File: src/rtl/thr_pkg.sv
package thr_pkg;
    localparam int NCH     = 4;
    localparam int CH_POS  = 0;
    localparam int CH_NEG  = 1;
    localparam int CH_PEAK = 2;
    localparam int CH_AVG  = 3;

    typedef enum logic [1:0] {
        ST_IDLE  = 2'd0,
        ST_WARN  = 2'd1,
        ST_ALARM = 2'd2,
        ST_TRIP  = 2'd3
    } stage_e;
endpackage

File: src/rtl/thr_chan.sv
// One monitored channel: debounced hysteresis compare and stage escalation.
module thr_chan
    import thr_pkg::*;
#(
    parameter int DW = 16,
    parameter int CW = 8
) (
    input  logic          clk_i,
    input  logic          rst_ni,
    input  logic          tick_i,
    input  logic [DW-1:0] mag_i,
    input  logic [DW-1:0] set_i,
    input  logic [DW-1:0] rel_i,
    input  logic [CW-1:0] nlim_i,
    input  logic          clr_i,
    input  logic          auto_clr_i,
    output logic [1:0]    stage_q_o,
    output logic [1:0]    stage_d_o,
    output logic          fault_o,
    output logic          esc_o
);
    typedef struct packed {
        stage_e        stg;
        logic [CW-1:0] up;
        logic [CW-1:0] dn;
        logic          flt;
    } chan_s;

    chan_s         ch_d, ch_q;
    logic [CW-1:0] n_eff;
    logic [CW-1:0] up_inc;
    logic [CW-1:0] dn_inc;

    always_comb begin
        n_eff  = (nlim_i == '0) ? CW'(1) : nlim_i;
        up_inc = ch_q.up + 1'b1;
        dn_inc = ch_q.dn + 1'b1;
        ch_d   = ch_q;
        esc_o  = 1'b0;
        if (tick_i) begin
            if (mag_i >= set_i) begin
                ch_d.dn = '0;
                if (ch_q.stg == ST_TRIP) begin
                    ch_d.up = '0;
                end else if (up_inc == n_eff) begin
                    ch_d.stg = stage_e'(2'(ch_q.stg) + 2'd1);
                    ch_d.up  = '0;
                    esc_o    = 1'b1;
                end else begin
                    ch_d.up = up_inc;
                end
            end else if (mag_i < rel_i) begin
                ch_d.up = '0;
                if (ch_q.stg == ST_IDLE) begin
                    ch_d.dn = '0;
                end else if (dn_inc == n_eff) begin
                    ch_d.stg = ST_IDLE;
                    ch_d.dn  = '0;
                end else begin
                    ch_d.dn = dn_inc;
                end
            end else begin
                ch_d.up = '0;
                ch_d.dn = '0;
            end
        end
        if (ch_d.stg == ST_TRIP) begin
            ch_d.flt = 1'b1;
        end else if (clr_i && (ch_q.stg != ST_TRIP)) begin
            ch_d.flt = 1'b0;
        end else if (auto_clr_i && (ch_d.stg == ST_IDLE)) begin
            ch_d.flt = 1'b0;
        end
    end

    always_ff @(posedge clk_i) begin
        if (!rst_ni) begin
            ch_q <= '{stg: ST_IDLE, up: '0, dn: '0, flt: 1'b0};
        end else begin
            ch_q <= ch_d;
        end
    end

    assign stage_q_o = ch_q.stg;
    assign stage_d_o = ch_d.stg;
    assign fault_o   = ch_q.flt;
endmodule

File: src/rtl/thr_evt_pick.sv
// Fixed-priority choice among channels stepping up on the same tick.
module thr_evt_pick #(
    parameter int NCH = 4,
    localparam int CHW = (NCH > 1) ? $clog2(NCH) : 1
) (
    input  logic [NCH-1:0]       esc_i,
    input  logic [NCH-1:0][1:0]  stg_i,
    output logic                 hit_o,
    output logic [CHW+1:0]       code_o
);
    logic [1:0]     best;
    logic [CHW-1:0] bch;

    always_comb begin
        best = '0;
        bch  = '0;
        for (int c = 0; c < NCH; c++) begin
            if (esc_i[c] && (stg_i[c] > best)) begin
                best = stg_i[c];
                bch  = CHW'(c);
            end
        end
        hit_o  = (best != '0);
        code_o = {best, bch};
    end
endmodule

File: src/rtl/thr_hold.sv
// Alert stretch timer counted in sample ticks.
module thr_hold #(
    parameter int HW = 8
) (
    input  logic          clk_i,
    input  logic          rst_ni,
    input  logic          tick_i,
    input  logic          act_now_i,
    input  logic          act_prev_i,
    input  logic [HW-1:0] hold_i,
    output logic          busy_o
);
    logic [HW-1:0] cnt_d, cnt_q;

    always_comb begin
        cnt_d = cnt_q;
        if (act_now_i || act_prev_i) begin
            cnt_d = hold_i;
        end else if (tick_i && (cnt_q != '0)) begin
            cnt_d = cnt_q - 1'b1;
        end
    end

    always_ff @(posedge clk_i) begin
        if (!rst_ni) begin
            cnt_q <= '0;
        end else begin
            cnt_q <= cnt_d;
        end
    end

    assign busy_o = (cnt_q != '0);
endmodule

File: src/rtl/thr_alert_engine.sv
// Top: four threshold channels, alert hold, sticky sources and event capture.
module thr_alert_engine
    import thr_pkg::*;
#(
    parameter int DW = 16,
    parameter int CW = 8,
    parameter int HW = 8,
    parameter int TW = 16,
    localparam int CHW   = $clog2(NCH),
    localparam int CODEW = CHW + 2
) (
    input  logic                  clk_i,
    input  logic                  rst_ni,
    input  logic                  smp_vld_i,
    input  logic signed [DW-1:0]  cur_i,
    input  logic [DW-1:0]         ppk_i,
    input  logic [DW-1:0]         pavg_i,
    input  logic [NCH*DW-1:0]     set_lvl_i,
    input  logic [NCH*DW-1:0]     rel_lvl_i,
    input  logic [CW-1:0]         deb_n_i,
    input  logic [HW-1:0]         hold_n_i,
    input  logic                  latch_edge_i,
    input  logic                  auto_clr_i,
    input  logic [NCH-1:0]        clr_fault_i,
    input  logic [NCH-1:0]        clr_alert_i,
    output logic                  alert_o,
    output logic                  fault_o,
    output logic                  pg_o,
    output logic [NCH-1:0]        alert_src_o,
    output logic [NCH-1:0]        fault_src_o,
    output logic                  evt_stb_o,
    output logic [CODEW-1:0]      evt_code_o,
    output logic [TW-1:0]         evt_time_o
);
    typedef struct packed {
        logic [NCH-1:0]   stk;
        logic [TW-1:0]    ts;
        logic             stb;
        logic [CODEW-1:0] code;
        logic [TW-1:0]    tm;
    } top_s;

    logic [NCH-1:0][DW-1:0] mag;
    logic [NCH-1:0][1:0]    stg_q, stg_d;
    logic [NCH-1:0]         flt, esc;
    logic [NCH-1:0]         lvl_q, lvl_d;
    logic [DW-1:0]          cur_u;
    logic                   hit;
    logic [CODEW-1:0]       pick_code;
    logic                   hold_busy;
    top_s                   r_d, r_q;

    assign cur_u = cur_i;

    always_comb begin
        mag          = '0;
        mag[CH_POS]  = cur_u[DW-1] ? '0 : cur_u;
        mag[CH_NEG]  = cur_u[DW-1] ? (~cur_u + 1'b1) : '0;
        mag[CH_PEAK] = ppk_i;
        mag[CH_AVG]  = pavg_i;
    end

    for (genvar c = 0; c < NCH; c++) begin : g_ch
        thr_chan #(.DW(DW), .CW(CW)) u_ch (
            .clk_i      (clk_i),
            .rst_ni     (rst_ni),
            .tick_i     (smp_vld_i),
            .mag_i      (mag[c]),
            .set_i      (set_lvl_i[c*DW +: DW]),
            .rel_i      (rel_lvl_i[c*DW +: DW]),
            .nlim_i     (deb_n_i),
            .clr_i      (clr_fault_i[c]),
            .auto_clr_i (auto_clr_i),
            .stage_q_o  (stg_q[c]),
            .stage_d_o  (stg_d[c]),
            .fault_o    (flt[c]),
            .esc_o      (esc[c])
        );
        assign lvl_q[c] = (stg_q[c] == ST_WARN) || (stg_q[c] == ST_ALARM);
        assign lvl_d[c] = (stg_d[c] == ST_WARN) || (stg_d[c] == ST_ALARM);
    end

    thr_evt_pick #(.NCH(NCH)) u_pick (
        .esc_i  (esc),
        .stg_i  (stg_d),
        .hit_o  (hit),
        .code_o (pick_code)
    );

    thr_hold #(.HW(HW)) u_hold (
        .clk_i      (clk_i),
        .rst_ni     (rst_ni),
        .tick_i     (smp_vld_i),
        .act_now_i  (|lvl_d),
        .act_prev_i (|lvl_q),
        .hold_i     (hold_n_i),
        .busy_o     (hold_busy)
    );

    always_comb begin
        r_d     = r_q;
        r_d.stb = 1'b0;
        for (int c = 0; c < NCH; c++) begin
            if (latch_edge_i && lvl_d[c]) begin
                r_d.stk[c] = 1'b1;
            end else if (clr_alert_i[c] && !lvl_q[c]) begin
                r_d.stk[c] = 1'b0;
            end
        end
        if (hit) begin
            r_d.stb  = 1'b1;
            r_d.code = pick_code;
            r_d.tm   = r_q.ts;
        end
        if (smp_vld_i) begin
            r_d.ts = r_q.ts + 1'b1;
        end
    end

    always_ff @(posedge clk_i) begin
        if (!rst_ni) begin
            r_q <= '0;
        end else begin
            r_q <= r_d;
        end
    end

    assign fault_src_o = flt;
    assign fault_o     = |flt;
    assign pg_o        = ~(|flt);
    assign alert_src_o = latch_edge_i ? r_q.stk : lvl_q;
    assign alert_o     = (|lvl_q) | hold_busy | (latch_edge_i & (|r_q.stk));
    assign evt_stb_o   = r_q.stb;
    assign evt_code_o  = r_q.code;
    assign evt_time_o  = r_q.tm;
endmodule

File: config.mk
export PLATFORM = sky130hd
export DESIGN_NAME = thr_alert_engine
export DESIGN_NICKNAME = d
export VERILOG_FILES = /design/src/rtl/thr_pkg.sv /design/src/rtl/thr_chan.sv /design/src/rtl/thr_evt_pick.sv /design/src/rtl/thr_hold.sv /design/src/rtl/thr_alert_engine.sv
export SDC_FILE = /design/constraint.sdc
export NUM_CORES = 1
export LEC_CHECK = 0
export ABC_AREA = 0
export BUFFER_PORTS_ARGS = -buffer_cell sky130_fd_sc_hd__buf_2
export CAP_MARGIN = 10
export CORE_MARGIN = 1
export CORE_UTILIZATION = 55
export CTS_BUF_LIST = sky130_fd_sc_hd__clkbuf_4 sky130_fd_sc_hd__clkbuf_8 sky130_fd_sc_hd__clkbuf_16
export DETAILED_ROUTE_END_ITERATION = 8
export PLACE_DENSITY = 0.9
export SLEW_MARGIN = 10
export SYNTH_ARGS = -nofsm -noshare
export SYNTH_HDL_FRONTEND = slang
export SYNTH_SLANG_ARGS = --single-unit
export TNS_END_PERCENT = 30
File: constraint.sdc
create_clock -name clk_i -period 20.1 [get_ports clk_i]
set_input_delay 5.025 -clock clk_i [delete_from_list [all_inputs] [get_ports clk_i]]
set_output_delay 5.025 -clock clk_i [all_outputs]
set_load 0.02 [all_outputs]
==> results.ini <==
[floorplan]
die_w_um=150
die_h_um=150
fp-row-count=53
io_pins=237
die_area_sq_mm=0.0225
start_util_pct=56.7
coreArea_sq_mm=0.0213

[synth]
synthFlopType=dfxtp_1
postSynthCellCount=1591
ys_seq_area_share_pct=20.7
synth_top_area_cell=dfxtp_1
synth_cell_types=83
synth.top_cell.area_share_pct=20.7
async_flop_share_pct=0
avgSynthCellArea_sq_um=7.58
yosys-top-cells-area=dfxtp_1, ha_1, xnor2_1, inv_1, nor2_1
ys_warn_count=0
ys_ff_latch=125
synth_area_sq_mm=0.0121
synth_nets=1950
synth_edf_count=0

[grt]
grt_pass1_vias=11706
grt_pass1_wl_um=54100
grt_start_max_net_pins=73
overflow=0
antenna_found_initial=2
grt.total_usage_pct=29.7

[timing]
finClkSkew_ps=8.76
hold_viol=0
tightest_slew_ps=860
slew_viol_final=0
max_freq_mhz=73.0
slew_headroom_pct=42.7
finalSetupTns_ps=0
fin_ws_ps=6400
rsz0062_at_grt=false
setup_viol=0
post-route-period-util_pct=68.2
holdWs_ps=467
fin_crit_ps=13700

[drt]
vias=12156
drc=0
drtAntennaViolNets=0
drt-total-wl_um=33800
wl_per_cell_um=16.5
first_pass_iters=6
drtIter0Drc=976
vias_per_cell=5.93

[setup_path]
endpoint_kind=flop
crit_type=input pin to flop
cp-start-kind=input pin
crit_path_frequent_cell=ha_1
critPathArrivalTime_ps=14030
cp_slowest_cell=a2111oi_0
rr_worst_depth=34
slowest_delay_ps=650
cp.required_ps=20430
critPathMaxFanout=36

[clock_network]
clock_sink_count=125
clock_path_buffers=2
postCtsHoldBufs=0
cts_root_buffer=clkbuf_16
htree_levels=4
clkTransAtPathRegs_ps=60
cts_setup_buffers=0
ctsResizeCount=0
cts_tree=yes
clk_latency_ps=420
numCtsBuffers=17

[hold_path]
holdPathStages=2
hp-class=flop to flop

[cells_and_area]
final_layout_size_suffix_gt1_share_pct=18.0
synthToLayoutAreaGrowth_pct=14.3
n_fill_cell=1724
nets=2120
final_common_cell=buf_2
instances_no_fill=2051
mostFrequentLayoutCells=buf_2, inv_1, ha_1

[power_and_ir_drop]
internal_power_mw=0.532
p_sw_share_pct=29.2
seqPwrFrac_pct=35.1
p_leak_nw=6.47
p_per_area_mw_per_mm2=54.5
power_mw=0.751
pwr-share-comb_pct=22.0
clockPowerShare_pct=42.9
vdd_ir_drop_max_mv=0.0635
p_switching_mw=0.219

[run_status]
status=completed

[placement]
io_buffers=236
gp_congestion=0.996
dp_hpwl_um=25700
place_ws_ps=6260
dp_cells=2017

[job]
drv_cap=0

[worst max-delay path: cells and delay by family]
kind / cells / cell delay, ps
adder cells (fa/ha/maj): 5 / 1310
AO/OA/AOI/OAI: 12 / 3230
buffers and inverters: 6 / 1060
XOR/XNOR: 1 / 160
AND/OR/NAND/NOR: 16 / 3220
[logic make-up (layout without fill, tap and decap cells)]
logic type / count (synthesis) / after routing / synth area share [%]
flip-flops: 125 / 125 / 20.7
AND/OR/NAND/NOR: 585 / 585 / 25.4
multiplexers: 10 / 10 / 0.840
other: 0 / 2 / 0
adder cells (fa/ha/maj): 155 / 155 / 16.1
buffers and inverters: 261 / 444 / 9.31
AO/OA/AOI/OAI: 334 / 334 / 18.8
XOR/XNOR: 121 / 121 / 8.78
[registers in the layout, summed over array words and instances (netlist names)]
signal and cells:
g_ch.u_ch.ch_q 64, r_q 20, evt_time_o 16, g_ch.u_ch.stage_q_o 8, u_hold.cnt_q 8, evt_code_o 4
g_ch.u_ch.fault_o 4, evt_stb_o 1
[cell usage after synthesis (29+ instances only)]
master    instances
inv_1           166
ha_1            154
nor2_1          138
dfxtp_1         125
nand2_1         119
a21oi_1          82
xnor2_1          73
o21ai_0          71
nand3_1          59
clkbuf_1         49
xor2_1           48
and3_1           34
nor3_1           30
a21o_1           29
a31oi_1          29
nor3b_1          29
[layout make-up]
cell class              instances  area, sq um  area share (%)
diodes                          2         5.00          0.0363
clock buffers                  20          460            3.34
clock inverters                12          159            1.15
inverters                     168          631            4.57
multi-input cells            1205         8450            61.3
flip-flops and latches        125         2500            18.1
well taps                     275          344            2.50
repair buffers                244         1240            9.00
[stage by stage]
stage / utilization [%] / instance area [sq um]
3_5_place_dp: 61.8 / 13200
2_1_floorplan: - / 12100
4_1_cts: 64.8 / 13800
5_1_grt: 64.8 / 13800
6_report: 64.8 / 13800
3_3_place_gp: 61.8 / 13200
[routing by layer]
metal	share of wire [%]	global-route usage, %	routed length [um]	up-vias
met2	48	51.7	16200	538
met1	41	34.7	13700	5605
met3	7.5	5.82	2520	118
li1	-	-	-	5895
met4	4.1	14.9	1390	0
met5	0	0	0	-
[power groups by stage]
| stage | sequential (mW) | combinational (mW) | clock (mW) |
|---|---|---|---|
| 2_1_floorplan | 0.267 | 0.111 | 0 |
| 3_3_place_gp | 0.268 | 0.156 | 0 |
| 3_5_place_dp | 0.268 | 0.164 | 0 |
| 4_1_cts | 0.263 | 0.165 | 0.324 |
| 5_1_grt | 0.264 | 0.185 | 0.337 |
| 6_report | 0.263 | 0.165 | 0.323 |
[final timing paths]
| path | startpoint | end | slack, ps |
|---|---|---|---|
| hold reg to reg | evt_code_o[0] | evt_code_o[0] | 470 |
| setup / recovery | cur_i[0] | evt_time_o[11] | 6400 |
| setup reg to reg | g_ch[0].u_ch.ch_q[9] | evt_time_o[11] | 11500 |
| hold / removal | evt_code_o[0] | evt_code_o[0] | 470 |
No activity file was read; power rests on OpenSTA's default activity.
